**src/rtl/txpk_pkg.sv**
```systemverilog
package txpk_pkg;

    typedef enum logic [2:0] {
        ST_IDLE,
        ST_CMD,
        ST_HDR,
        ST_PAY,
        ST_FLUSH
    } txpk_state_t;

    localparam logic [7:0] DATA_FRAME_TYPE = 8'h46;

endpackage

```
**src/rtl/txpk_seg.sv**
```systemverilog
module txpk_seg #(
    parameter int LEN_W   = 24,
    parameter int MAX_PAY = 2048
) (
    input  logic             clk,
    input  logic             rst_n,
    input  logic             start,
    input  logic [LEN_W-1:0] len,
    input  logic             frame_start,
    input  logic             rd_issue,
    input  logic             pay_load,
    output logic             tot_nz,
    output logic             frm_rd_nz,
    output logic             frm_ld_last
);
    localparam int FRM_W = $clog2(MAX_PAY + 1);

    logic [LEN_W-1:0] tot_rem;
    logic [FRM_W-1:0] frm_rd;
    logic [FRM_W-1:0] frm_ld;
    logic [FRM_W-1:0] frm_size;

    always_comb begin
        if (tot_rem > LEN_W'(MAX_PAY)) frm_size = FRM_W'(MAX_PAY);
        else                           frm_size = FRM_W'(tot_rem);
    end

    always_ff @(posedge clk) begin
        if (!rst_n) begin
            tot_rem <= '0;
            frm_rd  <= '0;
            frm_ld  <= '0;
        end else begin
            if (start)         tot_rem <= len;
            else if (rd_issue) tot_rem <= tot_rem - LEN_W'(1);

            if (frame_start)   frm_rd <= frm_size;
            else if (rd_issue) frm_rd <= frm_rd - FRM_W'(1);

            if (frame_start)   frm_ld <= frm_size;
            else if (pay_load) frm_ld <= frm_ld - FRM_W'(1);
        end
    end

    assign tot_nz      = (tot_rem != '0);
    assign frm_rd_nz   = (frm_rd != '0);
    assign frm_ld_last = (frm_ld == FRM_W'(1));


    tot_underflow_chk: assert property (@(posedge clk) disable iff (!rst_n)
        rd_issue |-> tot_rem != '0);

    frm_ld_chk: assert property (@(posedge clk) disable iff (!rst_n)
        pay_load |-> frm_ld != '0);

    frm_order_chk: assert property (@(posedge clk) disable iff (!rst_n)
        rd_issue |-> frm_rd <= frm_ld);

endmodule

```
**src/rtl/txpk_skid.sv**
```systemverilog
module txpk_skid #(
    parameter int DW = 32
) (
    input  logic          clk,
    input  logic          rst_n,
    input  logic          in_vld,
    input  logic [DW-1:0] in_dat,
    input  logic          take,
    output logic          head_vld,
    output logic [DW-1:0] head_dat,
    output logic          skid_vld
);
    logic [DW-1:0] skid_dat;

    assign head_vld = skid_vld | in_vld;
    assign head_dat = skid_vld ? skid_dat : in_dat;

    always_ff @(posedge clk) begin
        if (!rst_n) begin
            skid_vld <= 1'b0;
            skid_dat <= '0;
        end else if (skid_vld) begin
            if (take) begin
                skid_vld <= in_vld;
                skid_dat <= in_dat;
            end
        end else if (in_vld && !take) begin
            skid_vld <= 1'b1;
            skid_dat <= in_dat;
        end
    end


    skid_overflow_chk: assert property (@(posedge clk) disable iff (!rst_n)
        (skid_vld && in_vld) |-> take);

    take_valid_chk: assert property (@(posedge clk) disable iff (!rst_n)
        take |-> head_vld);

endmodule

```
**src/rtl/txpk_top.sv**
```systemverilog
module txpk_top
    import txpk_pkg::*;
#(
    parameter int DW        = 32,
    parameter int CMD_WORDS = 5,
    parameter int MAX_PAY   = 2048,
    parameter int LEN_W     = 24
) (
    input  logic                  clk,
    input  logic                  rst_n,
    input  logic                  cmd_go,
    input  logic [CMD_WORDS*DW-1:0] cmd_frame,
    input  logic                  data_go,
    input  logic [LEN_W-1:0]      data_len,
    output logic                  busy,
    input  logic                  fifo_empty,
    output logic                  fifo_rd_en,
    input  logic [DW-1:0]         fifo_rd_data,
    output logic [DW-1:0]         tx_data,
    output logic                  tx_valid_n,
    output logic                  tx_eof_n,
    output logic                  tx_abort_n,
    input  logic                  tx_dst_rdy_n
);
    localparam int IDX_W = (CMD_WORDS > 1) ? $clog2(CMD_WORDS) : 1;
    localparam logic [IDX_W-1:0] IDX_LAST = IDX_W'(CMD_WORDS - 1);
    localparam logic [DW-1:0] HDR_WORD = {{(DW-8){1'b0}}, DATA_FRAME_TYPE};

    txpk_state_t state, nxt;
    logic [IDX_W-1:0] idx;
    logic          out_vld, out_eof;
    logic [DW-1:0] out_dat;
    logic          rd_q;
    logic          pop, load_ok, room, rd_issue, take;
    logic [1:0]    occ;
    logic          head_vld, skid_vld;
    logic [DW-1:0] head_dat;
    logic          tot_nz, frm_rd_nz, frm_ld_last;
    logic          data_start, frame_start;

    assign pop     = out_vld & ~tx_dst_rdy_n;
    assign load_ok = ~out_vld | pop;
    assign occ     = 2'(out_vld) + 2'(skid_vld) + 2'(rd_q);
    assign room    = (occ - 2'(pop)) < 2'd2;

    assign rd_issue    = (state == ST_PAY) & frm_rd_nz & ~fifo_empty & room;
    assign take        = (state == ST_PAY) & load_ok & head_vld;
    assign data_start  = (state == ST_IDLE) & ~cmd_go & data_go & (data_len != '0);
    assign frame_start = (state == ST_HDR) & load_ok;

    txpk_seg #(.LEN_W(LEN_W), .MAX_PAY(MAX_PAY)) i_seg (
        .clk(clk), .rst_n(rst_n), .start(data_start), .len(data_len),
        .frame_start(frame_start), .rd_issue(rd_issue), .pay_load(take),
        .tot_nz(tot_nz), .frm_rd_nz(frm_rd_nz), .frm_ld_last(frm_ld_last)
    );

    txpk_skid #(.DW(DW)) i_skid (
        .clk(clk), .rst_n(rst_n), .in_vld(rd_q), .in_dat(fifo_rd_data),
        .take(take), .head_vld(head_vld), .head_dat(head_dat),
        .skid_vld(skid_vld)
    );

    always_comb begin
        nxt = state;
        unique case (state)
            ST_IDLE: begin
                if (cmd_go)          nxt = ST_CMD;
                else if (data_start) nxt = ST_HDR;
            end
            ST_CMD:   if (load_ok && idx == IDX_LAST) nxt = ST_FLUSH;
            ST_HDR:   if (load_ok) nxt = ST_PAY;
            ST_PAY:   if (take && frm_ld_last) nxt = tot_nz ? ST_HDR : ST_FLUSH;
            ST_FLUSH: if (pop) nxt = ST_IDLE;
            default:  nxt = ST_IDLE;
        endcase
    end

    always_ff @(posedge clk) begin
        if (!rst_n) begin
            state <= ST_IDLE;
            idx   <= '0;
            rd_q  <= 1'b0;
        end else begin
            state <= nxt;
            rd_q  <= rd_issue;
            if (state == ST_IDLE)             idx <= '0;
            else if (state == ST_CMD && load_ok) idx <= idx + IDX_W'(1);
        end
    end

    always_ff @(posedge clk) begin
        if (!rst_n) begin
            out_vld <= 1'b0;
            out_eof <= 1'b0;
            out_dat <= '0;
        end else begin
            unique case (state)
                ST_CMD: begin
                    if (load_ok) begin
                        out_vld <= 1'b1;
                        out_dat <= cmd_frame[idx*DW +: DW];
                        out_eof <= (idx == IDX_LAST);
                    end
                end
                ST_HDR: begin
                    if (load_ok) begin
                        out_vld <= 1'b1;
                        out_dat <= HDR_WORD;
                        out_eof <= 1'b0;
                    end
                end
                ST_PAY: begin
                    if (take) begin
                        out_vld <= 1'b1;
                        out_dat <= head_dat;
                        out_eof <= frm_ld_last;
                    end else if (pop) begin
                        out_vld <= 1'b0;
                    end
                end
                default: begin
                    if (pop) out_vld <= 1'b0;
                end
            endcase
        end
    end

    assign busy       = (state != ST_IDLE);
    assign fifo_rd_en = rd_issue;
    assign tx_data    = out_dat;
    assign tx_valid_n = ~out_vld;
    assign tx_eof_n   = ~(out_vld & out_eof);
    assign tx_abort_n = 1'b1;


    stall_hold_chk: assert property (@(posedge clk) disable iff (!rst_n)
        (!tx_valid_n && tx_dst_rdy_n) |=> (!tx_valid_n && $stable(tx_data) && $stable(tx_eof_n)));

    rd_empty_chk: assert property (@(posedge clk) disable iff (!rst_n)
        fifo_rd_en |-> !fifo_empty);

    idle_quiet_chk: assert property (@(posedge clk) disable iff (!rst_n)
        !busy |-> (tx_valid_n && !fifo_rd_en));

    busy_start_chk: assert property (@(posedge clk) disable iff (!rst_n)
        (busy && state != ST_FLUSH) |=> busy);

endmodule

```
**config.mk**
```make
export PLATFORM = sky130hd
export DESIGN_NAME = txpk_top
export DESIGN_NICKNAME = d
export VERILOG_FILES = /design/src/rtl/txpk_pkg.sv /design/src/rtl/txpk_seg.sv /design/src/rtl/txpk_skid.sv /design/src/rtl/txpk_top.sv
export SDC_FILE = /design/constraint.sdc
export NUM_CORES = 1
export LEC_CHECK = 0
export BUFFER_PORTS_ARGS = -buffer_cell sky130_fd_sc_hd__buf_4
export CAP_MARGIN = 30
export CORE_MARGIN = 4
export CORE_UTILIZATION = 25
export DETAILED_ROUTE_END_ITERATION = 16
export SLEW_MARGIN = 10
export SYNTH_ARGS = -nofsm -noshare
export SYNTH_HDL_FRONTEND = slang
export SYNTH_SLANG_ARGS = --single-unit
```
**constraint.sdc**
```tcl
create_clock -name clk -period 4.9 [get_ports clk]
set_clock_uncertainty 0.1 [all_clocks]
set_input_delay 0.735 -clock clk [delete_from_list [all_inputs] [get_ports clk]]
set_output_delay 0.735 -clock clk [all_outputs]
set_load 0.01 [all_outputs]
```
==> report_table.html, run 1 <==
<table>
<tr><th>Metric</th><th>Value</th></tr>
<tr><th colspan="2">Cells and area</th></tr>
<tr><td>Final core utilization</td><td>35.6%</td></tr>
<tr><td>Layout area overhead</td><td>40.1%</td></tr>
<tr><td>Final layout net count</td><td>1309</td></tr>
<tr><td>Fraction of final layout cells with drive strength greater than 1</td><td>33.4%</td></tr>
<tr><td>Antenna fix cells</td><td>0</td></tr>
<tr><td>Number of filler instances in the final layout</td><td>a little under 3k</td></tr>
<tr><th colspan="2">Worst setup path</th></tr>
<tr><td>Worst reg2reg path depth</td><td>7</td></tr>
<tr><td>Critical path class</td><td>flip-flop to primary output</td></tr>
<tr><td>Category of the worst setup path capture point</td><td>primary output</td></tr>
<tr><td>Element type at the critical path start</td><td>flip-flop</td></tr>
<tr><td>CP Buf/Inv Count</td><td>2</td></tr>
<tr><td>Logic depth of the worst setup path including buffers</td><td>5</td></tr>
<tr><td>Data required time at the worst endpoint</td><td>4.07 ns</td></tr>
<tr><td>Critical Path Fanout Max</td><td>33</td></tr>
<tr><td>Worst stage delay on the critical path</td><td>0.65 ns</td></tr>
<tr><td>Critical Path Slowest Stage Cell</td><td>sky130_fd_sc_hd__dfxtp_1</td></tr>
<tr><td>Worst Path Arrival</td><td>3.11 ns</td></tr>
<tr><td>Worst-path cell chain</td><td>nand3b_2, nor2_1, nand3_1, inv_2, buf_4</td></tr>
<tr><td>Cell type group with the largest total delay on the critical path</td><td>simple AND/OR/NAND/NOR gates</td></tr>
<tr><th colspan="2">Routing</th></tr>
<tr><td>Overall routed net length</td><td>approximately 25000 um</td></tr>
<tr><td>Remaining antenna violation count</td><td>0</td></tr>
<tr><td>Via density per instance</td><td>5.04</td></tr>
<tr><td>DRC violations left</td><td>0</td></tr>
<tr><td>DR WL/cell</td><td>16.9 um</td></tr>
<tr><td>TritonRoute pass-1 iters</td><td>6</td></tr>
<tr><td>Vias post-DR</td><td>7425</td></tr>
<tr><td>DRT iter0 DRCs</td><td>around 360</td></tr>
<tr><th colspan="2">STA</th></tr>
<tr><td>Final setup slack of the worst path</td><td>0.958 ns</td></tr>
<tr><td>Final setup violation count</td><td>0</td></tr>
<tr><td>Least-Margin Pin Slew</td><td>0.950 ns</td></tr>
<tr><td>Remaining max-slew budget at the tightest pin</td><td>36.5%</td></tr>
<tr><td>Final number of max-transition violations</td><td>0</td></tr>
<tr><td>Min Clock Period, post-route</td><td>3.94 ns</td></tr>
<tr><td>Period utilization</td><td>80.4%</td></tr>
<tr><td>Fmax</td><td>254 MHz</td></tr>
<tr><td>Final Hold Viols</td><td>0</td></tr>
<tr><td>Final TNS setup</td><td>0 ns</td></tr>
<tr><td>Setup repair after global routing missed its margin</td><td>false</td></tr>
<tr><th colspan="2">Global routing</th></tr>
<tr><td>Total grt overflow</td><td>0</td></tr>
<tr><td>Pin count of the biggest net entering global routing</td><td>59</td></tr>
<tr><td>Overall Global Routing Usage</td><td>15.0%</td></tr>
<tr><td>Initial antenna violation count</td><td>0</td></tr>
<tr><td>Via count of the first global-routing pass</td><td>between 7k and 8k</td></tr>
<tr><td>Global-route wire length before repair</td><td>roughly 38000 um</td></tr>
<tr><th colspan="2">Hold path</th></tr>
<tr><td>Type of the tightest min-delay check</td><td>flip-flop to flip-flop</td></tr>
<tr><td>Hold Path Depth</td><td>2</td></tr>
<tr><th colspan="2">Clocking</th></tr>
<tr><td>Skew-Pair Late Insertion Delay</td><td>0.42 ns</td></tr>
<tr><td>Clock tree from TritonCTS</td><td>done</td></tr>
<tr><td>Clock buffers created by TritonCTS</td><td>17</td></tr>
<tr><td>H-tree depth</td><td>4</td></tr>
<tr><td>Clock buffer depth</td><td>2</td></tr>
<tr><td>Clock slew at reported path FFs</td><td>0.06 ns</td></tr>
<tr><td>Clock root cell</td><td>sky130_fd_sc_hd__clkbuf_16</td></tr>
<tr><td>Hold-fix buffers, CTS</td><td>0</td></tr>
<tr><td>Number of sinks driven by the clock tree</td><td>roughly 120</td></tr>
<tr><td>Setup fix buffers added after clock tree synthesis</td><td>0</td></tr>
<tr><td>Post-CTS Resized</td><td>0</td></tr>
<tr><th colspan="2">Yosys</th></tr>
<tr><td>Dominant register cell in the synthesized netlist</td><td>sky130_fd_sc_hd__dfxtp_1</td></tr>
<tr><td>Warnings, synthesis</td><td>0</td></tr>
<tr><td>Sequential cell area fraction in the yosys report</td><td>33.4%</td></tr>
<tr><td>Net Count, Synth</td><td>1085</td></tr>
<tr><td>Synthesized area per cell</td><td>8.57 um2</td></tr>
<tr><td>Post-synthesis cell count</td><td>853</td></tr>
<tr><td>Synthesized area</td><td>0.00731 mm2</td></tr>
<tr><td>Distinct cell type count of the synthesized netlist</td><td>67</td></tr>
<tr><td>Fraction of registers with async set or reset after synthesis</td><td>0%</td></tr>
<tr><td>Synth Register Bits</td><td>~120</td></tr>
<tr><td>Post-synth EDFFs</td><td>0</td></tr>
<tr><th colspan="2">Run</th></tr>
<tr><td>Max-capacitance violation count</td><td>0</td></tr>
<tr><th colspan="2">Floorplan</th></tr>
<tr><td>Top Ports</td><td>around 260</td></tr>
<tr><td>Total die area</td><td>0.0320 mm2</td></tr>
<tr><td>Area of the core</td><td>0.0288 mm2</td></tr>
<tr><td>Die X-Extent</td><td>179 um</td></tr>
<tr><td>Initial standard-cell utilization of the core</td><td>between 20% and 30%</td></tr>
<tr><td>Y dimension of the die</td><td>179 um</td></tr>
<tr><td>Rows</td><td>between 60 and 70</td></tr>
<tr><th colspan="2">Power</th></tr>
<tr><td>Power density relative to cell area</td><td>485 mW/mm2</td></tr>
<tr><td>Leakage dissipation</td><td>4.05 nW</td></tr>
<tr><td>Max rail drop VDD</td><td>0.257 mV</td></tr>
<tr><th colspan="2">Place</th></tr>
<tr><td>Quantity of I/O buffers inserted on ports</td><td>roughly 260</td></tr>
<tr><td>Half-perimeter wire length after detailed placement</td><td>~19000 um</td></tr>
<tr><td>Routability Congestion</td><td>0.842</td></tr>
<tr><td>Setup slack at placement</td><td>1.07 ns</td></tr>
<tr><th colspan="2">Outcome</th></tr>
<tr><td>Outcome</td><td>completed</td></tr>
</table>
[metrics by stage]
stage | total power (W) | cell area (um2) | cells | hold WS (ns)
2_1_floorplan | 0.00289 | 7310 | 853 | 0.350
3_3_place_gp | 0.00356 | 9540 | 1439 | 0.368
3_5_place_dp | 0.00360 | 9560 | 1440 | 0.385
4_1_cts | 0.00499 | 10200 | 1472 | 0.394
5_1_grt | 0.00532 | 10200 | 1474 | 0.416
6_report | 0.00497 | 10200 | 1474 | 0.392
[registers in the layout, summed over array words and instances (netlist names)]
| register | count |
|---|---|
| out_eof | 1 |
| i_skid.skid_dat | 32 |
| out_vld | 1 |
| rd_q | 1 |
| tx_data | 32 |
| state | 3 |
| i_seg.frm_ld | 12 |
| i_seg.frm_rd | 12 |
| i_skid.skid_vld | 1 |
| i_seg.tot_rem | 24 |
| idx | 3 |
[final timing paths]
check,start,endpoint,slack (ns)
max reg2reg,state[0],i_skid.skid_dat[31],1.31
min reg2reg,i_skid.skid_dat[19],i_skid.skid_dat[19],0.39
max,state[0],fifo_rd_en,0.96
min,i_skid.skid_dat[19],i_skid.skid_dat[19],0.39
[metal layers]
metal / up-vias / GRT usage (%) / wire (um)
met5: - / 0 / 0
met4: 0 / 4.45 / 518
met3: 30 / 4.11 / 1500
met2: 255 / 25.2 / 12500
met1: 3536 / 18.9 / 10500
li1: 3604 / - / -
[layout make-up]
cell class / count / area (um2) / area share (%)
Clock buffer: 19 / 453 / 4.42
Clock inverter: 13 / 191 / 1.87
Inverter: 19 / 72.6 / 0.709
Multi-Input combinational cell: 647 / 4530 / 44.3
Sequential cell: 122 / 2450 / 23.9
Tap cell: 384 / 480 / 4.69
Timing Repair Buffer: 270 / 2060 / 20.2
[kinds of logic after synthesis]
group / after synthesis / synth area share [%]
simple gates: 288 / 18.6
flops: 122 / 33.4
other cells: 1 / 0.0513
xor+xnor: 14 / 1.68
mux: 101 / 19.3
compound gates: 233 / 20.3
buf+inv: 84 / 4.93
fa+ha+maj: 10 / 1.71
[worst register-to-register path, delay by kind of cell, from the launching register on]
kind,cells,cell delay (ns)
compound gates,1,0.31
buf+inv,1,0.45
flops,1,0.65
mux,1,0.24
simple gates,4,1.72
[layout by cell type, fill, tap and decap left out, types with 4 or more instances in the layout]
| master | instances |
|---|---|
| sky130_fd_sc_hd__a22oi_1 | 36 |
| sky130_fd_sc_hd__o21a_1 | 6 |
| sky130_fd_sc_hd__nand2_1 | 43 |
| sky130_fd_sc_hd__mux2i_1 | 68 |
| sky130_fd_sc_hd__or3_1 | 4 |
| sky130_fd_sc_hd__nand2b_1 | 4 |
| sky130_fd_sc_hd__nor4_1 | 11 |
| sky130_fd_sc_hd__o22ai_1 | 33 |
| sky130_fd_sc_hd__ha_1 | 10 |
| sky130_fd_sc_hd__a31oi_1 | 10 |
| sky130_fd_sc_hd__mux4_2 | 32 |
| sky130_fd_sc_hd__a21oi_1 | 46 |
| sky130_fd_sc_hd__a211oi_1 | 4 |
| sky130_fd_sc_hd__buf_4 | 267 |
| sky130_fd_sc_hd__nand3_1 | 19 |
| sky130_fd_sc_hd__nor2_1 | 150 |
| sky130_fd_sc_hd__nor3_1 | 11 |
| sky130_fd_sc_hd__dfxtp_1 | 119 |
| sky130_fd_sc_hd__o21ai_1 | 11 |
| sky130_fd_sc_hd__bufinv_16 | 4 |
| sky130_fd_sc_hd__o21ai_0 | 50 |
| sky130_fd_sc_hd__nand4_1 | 8 |
| sky130_fd_sc_hd__a221oi_1 | 5 |
| sky130_fd_sc_hd__inv_1 | 16 |
| sky130_fd_sc_hd__or4_1 | 4 |
| sky130_fd_sc_hd__a32oi_1 | 4 |
| sky130_fd_sc_hd__o211ai_1 | 6 |
| sky130_fd_sc_hd__nor4_2 | 4 |
| sky130_fd_sc_hd__xor2_1 | 12 |
| sky130_fd_sc_hd__clkbuf_16 | 17 |
[synth_stat cells (all sizes together) (2+ instances only)]
cell     number  area share (%)
a221oi        6            0.80
and3          3            0.26
nor2        154             8.1
inv          18            0.92
nand4         8            0.68
o22ai        33             2.8
o211ai        6            0.62
buf          23             1.8
a31o          2            0.24
xor2         12             1.4
mux4         32             9.9
nand2        43             2.2
clkbuf       42             2.2
or2           3            0.26
or4           6            0.72
mux2i        68             9.3
or3           5            0.50
nand3        19             1.3
nand2b        5            0.46
nor2b         2            0.17
nor3b         3            0.31
o21a          6            0.62
dfxtp       122              33
a2bb2oi       3            0.36
a31oi        10            0.86
o31ai         2            0.21
a311oi        2            0.24
a22oi        36             3.7
a21oi        46             3.1
and2          4            0.34
a32oi         4            0.48
nor3         13             1.0
ha           10             1.7
o311a         2            0.27
o21ai        62             4.3
a211oi        6            0.79
nor4         15             1.6
o311ai        3            0.36
xnor2         2            0.24
[power by group]
group	leakage (nW)	switching, W	internal [W]
sequential	0.995	0.000209	0.00120
combinational	2.75	0.00119	0.00100
clock	0.306	0.000480	0.000883
Power figures use the tool's default switching activity.
==> run 2, diff against run 1 <==
==> constraint.sdc (replaced) <==
create_clock -name clk -period 4 [get_ports clk]
set_clock_uncertainty 0.1 [all_clocks]
set_input_delay 0.6 -clock clk [delete_from_list [all_inputs] [get_ports clk]]
set_output_delay 0.6 -clock clk [all_outputs]
set_load 0.01 [all_outputs]
==> report_table.html, run 2 (same netlist as run 1, synthesis figures left out) <==
<table>
<tr><th>Metric</th><th>Value</th></tr>
<tr><th colspan="2">Clocking</th></tr>
<tr><td>Clock buffers created by TritonCTS</td><td>17 (unchanged)</td></tr>
<tr><td>Clock slew at reported path FFs</td><td>0.07 ns (about the same)</td></tr>
<tr><td>Clock buffer depth</td><td>2 (unchanged)</td></tr>
<tr><td>Clock root cell</td><td>sky130_fd_sc_hd__clkbuf_16</td></tr>
<tr><td>H-tree depth</td><td>4 (unchanged)</td></tr>
<tr><td>Setup fix buffers added after clock tree synthesis</td><td>0 (unchanged)</td></tr>
<tr><td>Post-CTS Resized</td><td>0 (unchanged)</td></tr>
<tr><td>Clock tree from TritonCTS</td><td>done</td></tr>
<tr><td>Hold-fix buffers, CTS</td><td>0 (unchanged)</td></tr>
<tr><td>Number of sinks driven by the clock tree</td><td>122 (unchanged)</td></tr>
<tr><td>Skew-Pair Late Insertion Delay</td><td>0.42 ns (about the same)</td></tr>
<tr><th colspan="2">Routing</th></tr>
<tr><td>Vias post-DR</td><td>7425 (unchanged)</td></tr>
<tr><td>TritonRoute pass-1 iters</td><td>5 (-1)</td></tr>
<tr><td>Remaining antenna violation count</td><td>0 (unchanged)</td></tr>
<tr><td>DRT iter0 DRCs</td><td>389 (+6.9%)</td></tr>
<tr><td>DRC violations left</td><td>0 (unchanged)</td></tr>
<tr><td>Overall routed net length</td><td>25100 um (+0.44%)</td></tr>
<tr><td>DR WL/cell</td><td>16.9 um (about the same)</td></tr>
<tr><td>Via density per instance</td><td>5.01 (-0.47%)</td></tr>
<tr><th colspan="2">Worst setup path</th></tr>
<tr><td>Critical path class</td><td>flip-flop to primary output</td></tr>
<tr><td>Data required time at the worst endpoint</td><td>3.30 ns (-0.77 ns)</td></tr>
<tr><td>Element type at the critical path start</td><td>flip-flop</td></tr>
<tr><td>Worst Path Arrival</td><td>2.59 ns (-0.52 ns)</td></tr>
<tr><td>Category of the worst setup path capture point</td><td>primary output</td></tr>
<tr><td>Critical Path Fanout Max</td><td>20 (-39%)</td></tr>
<tr><th colspan="2">STA</th></tr>
<tr><td>Period utilization</td><td>approximately 80%</td></tr>
<tr><td>Final setup violation count</td><td>0 (unchanged)</td></tr>
<tr><td>Setup repair after global routing missed its margin</td><td>false</td></tr>
<tr><td>Remaining max-slew budget at the tightest pin</td><td>35.3% (-1.2 points)</td></tr>
<tr><td>Min Clock Period, post-route</td><td>~3.3 ns</td></tr>
<tr><td>Least-Margin Pin Slew</td><td>0.968 ns (+0.0183 ns)</td></tr>
<tr><td>Final number of max-transition violations</td><td>0 (unchanged)</td></tr>
<tr><td>Final TNS setup</td><td>0 ns (unchanged)</td></tr>
<tr><td>Final Hold Viols</td><td>0 (unchanged)</td></tr>
<tr><td>Fmax</td><td>304 MHz</td></tr>
<tr><th colspan="2">Cells and area</th></tr>
<tr><td>Final layout net count</td><td>1316 (+0.53%)</td></tr>
<tr><td>Antenna fix cells</td><td>0 (unchanged)</td></tr>
<tr><td>Top library cells by usage in the layout, fill and taps aside</td><td>sky130_fd_sc_hd__buf_4, sky130_fd_sc_hd__nor2_1, sky130_fd_sc_hd__dfxtp_1</td></tr>
<tr><td>Fraction of final layout cells with drive strength greater than 1</td><td>33.7% (+0.33 points)</td></tr>
<tr><td>Most frequent standard cell in the layout excluding fill and tap cells</td><td>sky130_fd_sc_hd__buf_4</td></tr>
<tr><td>Post-Layout Inst Area</td><td>0.0103 mm2 (+0.17%)</td></tr>
<tr><td>Number of filler instances in the final layout</td><td>3022 (+1.2%)</td></tr>
<tr><td>Final cell count without fillers</td><td>1481 (+0.47%)</td></tr>
<tr><td>Layout area overhead</td><td>40.3%</td></tr>
<tr><th colspan="2">Floorplan</th></tr>
<tr><td>Rows</td><td>62 (unchanged)</td></tr>
<tr><td>Die X-Extent</td><td>179 um (unchanged)</td></tr>
<tr><td>Total die area</td><td>0.0320 mm2 (unchanged)</td></tr>
<tr><td>Top Ports</td><td>259 (unchanged)</td></tr>
<tr><td>Initial standard-cell utilization of the core</td><td>25.4% (unchanged)</td></tr>
<tr><td>Area of the core</td><td>0.0288 mm2 (unchanged)</td></tr>
<tr><td>Y dimension of the die</td><td>179 um (unchanged)</td></tr>
<tr><th colspan="2">Global routing</th></tr>
<tr><td>Via count of the first global-routing pass</td><td>7308 (+0.72%)</td></tr>
<tr><td>Pin count of the biggest net entering global routing</td><td>57 (-3.4%)</td></tr>
<tr><td>Global-route wire length before repair</td><td>38600 um (+0.56%)</td></tr>
<tr><td>Overall Global Routing Usage</td><td>15.1% (+0.078 points)</td></tr>
<tr><td>Total grt overflow</td><td>0 (unchanged)</td></tr>
<tr><td>Initial antenna violation count</td><td>0 (unchanged)</td></tr>
<tr><th colspan="2">Outcome</th></tr>
<tr><td>Outcome</td><td>completed</td></tr>
<tr><th colspan="2">Place</th></tr>
<tr><td>Area after detailed placement</td><td>0.00960 mm2 (+0.45%)</td></tr>
<tr><td>Quantity of I/O buffers inserted on ports</td><td>257 (unchanged)</td></tr>
<tr><td>Routability Congestion</td><td>0.849 (+0.84%)</td></tr>
<tr><td>Cell Count Post-Placement</td><td>1448 (+0.56%)</td></tr>
<tr><td>Half-perimeter wire length after detailed placement</td><td>19000 um (+1.1%)</td></tr>
<tr><th colspan="2">Power</th></tr>
<tr><td>Max rail drop VDD</td><td>0.254 mV (-1.1%)</td></tr>
<tr><td>Power density relative to cell area</td><td>595 mW/mm2 (+23%)</td></tr>
<tr><td>Leakage dissipation</td><td>4.08 nW (+0.67%)</td></tr>
<tr><th colspan="2">Run</th></tr>
<tr><td>Max-capacitance violation count</td><td>0 (unchanged)</td></tr>
<tr><th colspan="2">Hold path</th></tr>
<tr><td>Type of the tightest min-delay check</td><td>primary input to flip-flop</td></tr>
</table>
-- run 2: cell count changes in the layout (fill, tap and decap cells not counted), sizes merged --
| cell | change |
|---|---|
| buf | +7 |
| clkbuf | -2 |
| inv | +2 |
| clkinv | +1 |
| clkinvlp | -1 |
-- run 2: layer usage --
layer / global-route usage [%] / wire (um) / vias up
li1: - / - / 3641
met1: 19.0 / 10600 / 3544
met2: 25.6 / 12600 / 215
met3: 4.01 / 1450 / 25
met4: 3.90 / 348 / 0
met5: 0 / 0 / -
-- run 2: worst max-delay path, stage by stage, from the launching register on --
cell	delay (ns)
sky130_fd_sc_hd__dfxtp_1	0.42
sky130_fd_sc_hd__nor2b_1	0.21
sky130_fd_sc_hd__ha_1	0.25
sky130_fd_sc_hd__inv_1	0.06
sky130_fd_sc_hd__ha_1	0.22
sky130_fd_sc_hd__a21oi_1	0.17
sky130_fd_sc_hd__xor2_1	0.21
sky130_fd_sc_hd__nand3_1	0.13
sky130_fd_sc_hd__inv_2	0.31
sky130_fd_sc_hd__buf_4	0.19
-- run 2: final cells by class --
cell class | count | area, um2 | share of cell area [%]
Clock buffer | 17 | 425 | 4.15
Clock inverter | 15 | 214 | 2.09
Inverter | 19 | 72.6 | 0.707
Multi-Input combinational cell | 647 | 4530 | 44.1
Sequential cell | 122 | 2450 | 23.8
Tap cell | 384 | 480 | 4.68
Timing Repair Buffer | 277 | 2090 | 20.4
-- run 2: power by group --
group | internal [W] | switching [W]
combinational | 0.00124 | 0.00147
sequential | 0.00147 | 0.000249
clock | 0.00106 | 0.000621
total | 0.00376 | 0.00234
-- run 2: final timing paths --
path                                        start  slack (ns)  cells past startpoint             endpoint
worst max-delay path                      out_vld        0.71                      9           fifo_rd_en
worst min-delay path             fifo_rd_data[14]        0.32                      3  i_skid.skid_dat[14]
worst max register to register           state[0]        0.89                      7  i_skid.skid_dat[22]
worst min register to register  i_seg.tot_rem[15]        0.38                      2    i_seg.tot_rem[15]
-- run 2: through the flow --
step / hold slack [ns] / utilization, % / worst slack [ns] / power [W]
after detailed placement: 0.373 / 33.4 / 0.838 / 0.00442
final: 0.323 / 35.6 / 0.707 / 0.00610
after floorplan: 0.350 / - / 1.35 / 0.00354
after global routing: 0.308 / 35.6 / 0.538 / 0.00654
after CTS: 0.304 / 35.6 / 0.688 / 0.00612
after global placement: 0.368 / 33.4 / 0.887 / 0.00440
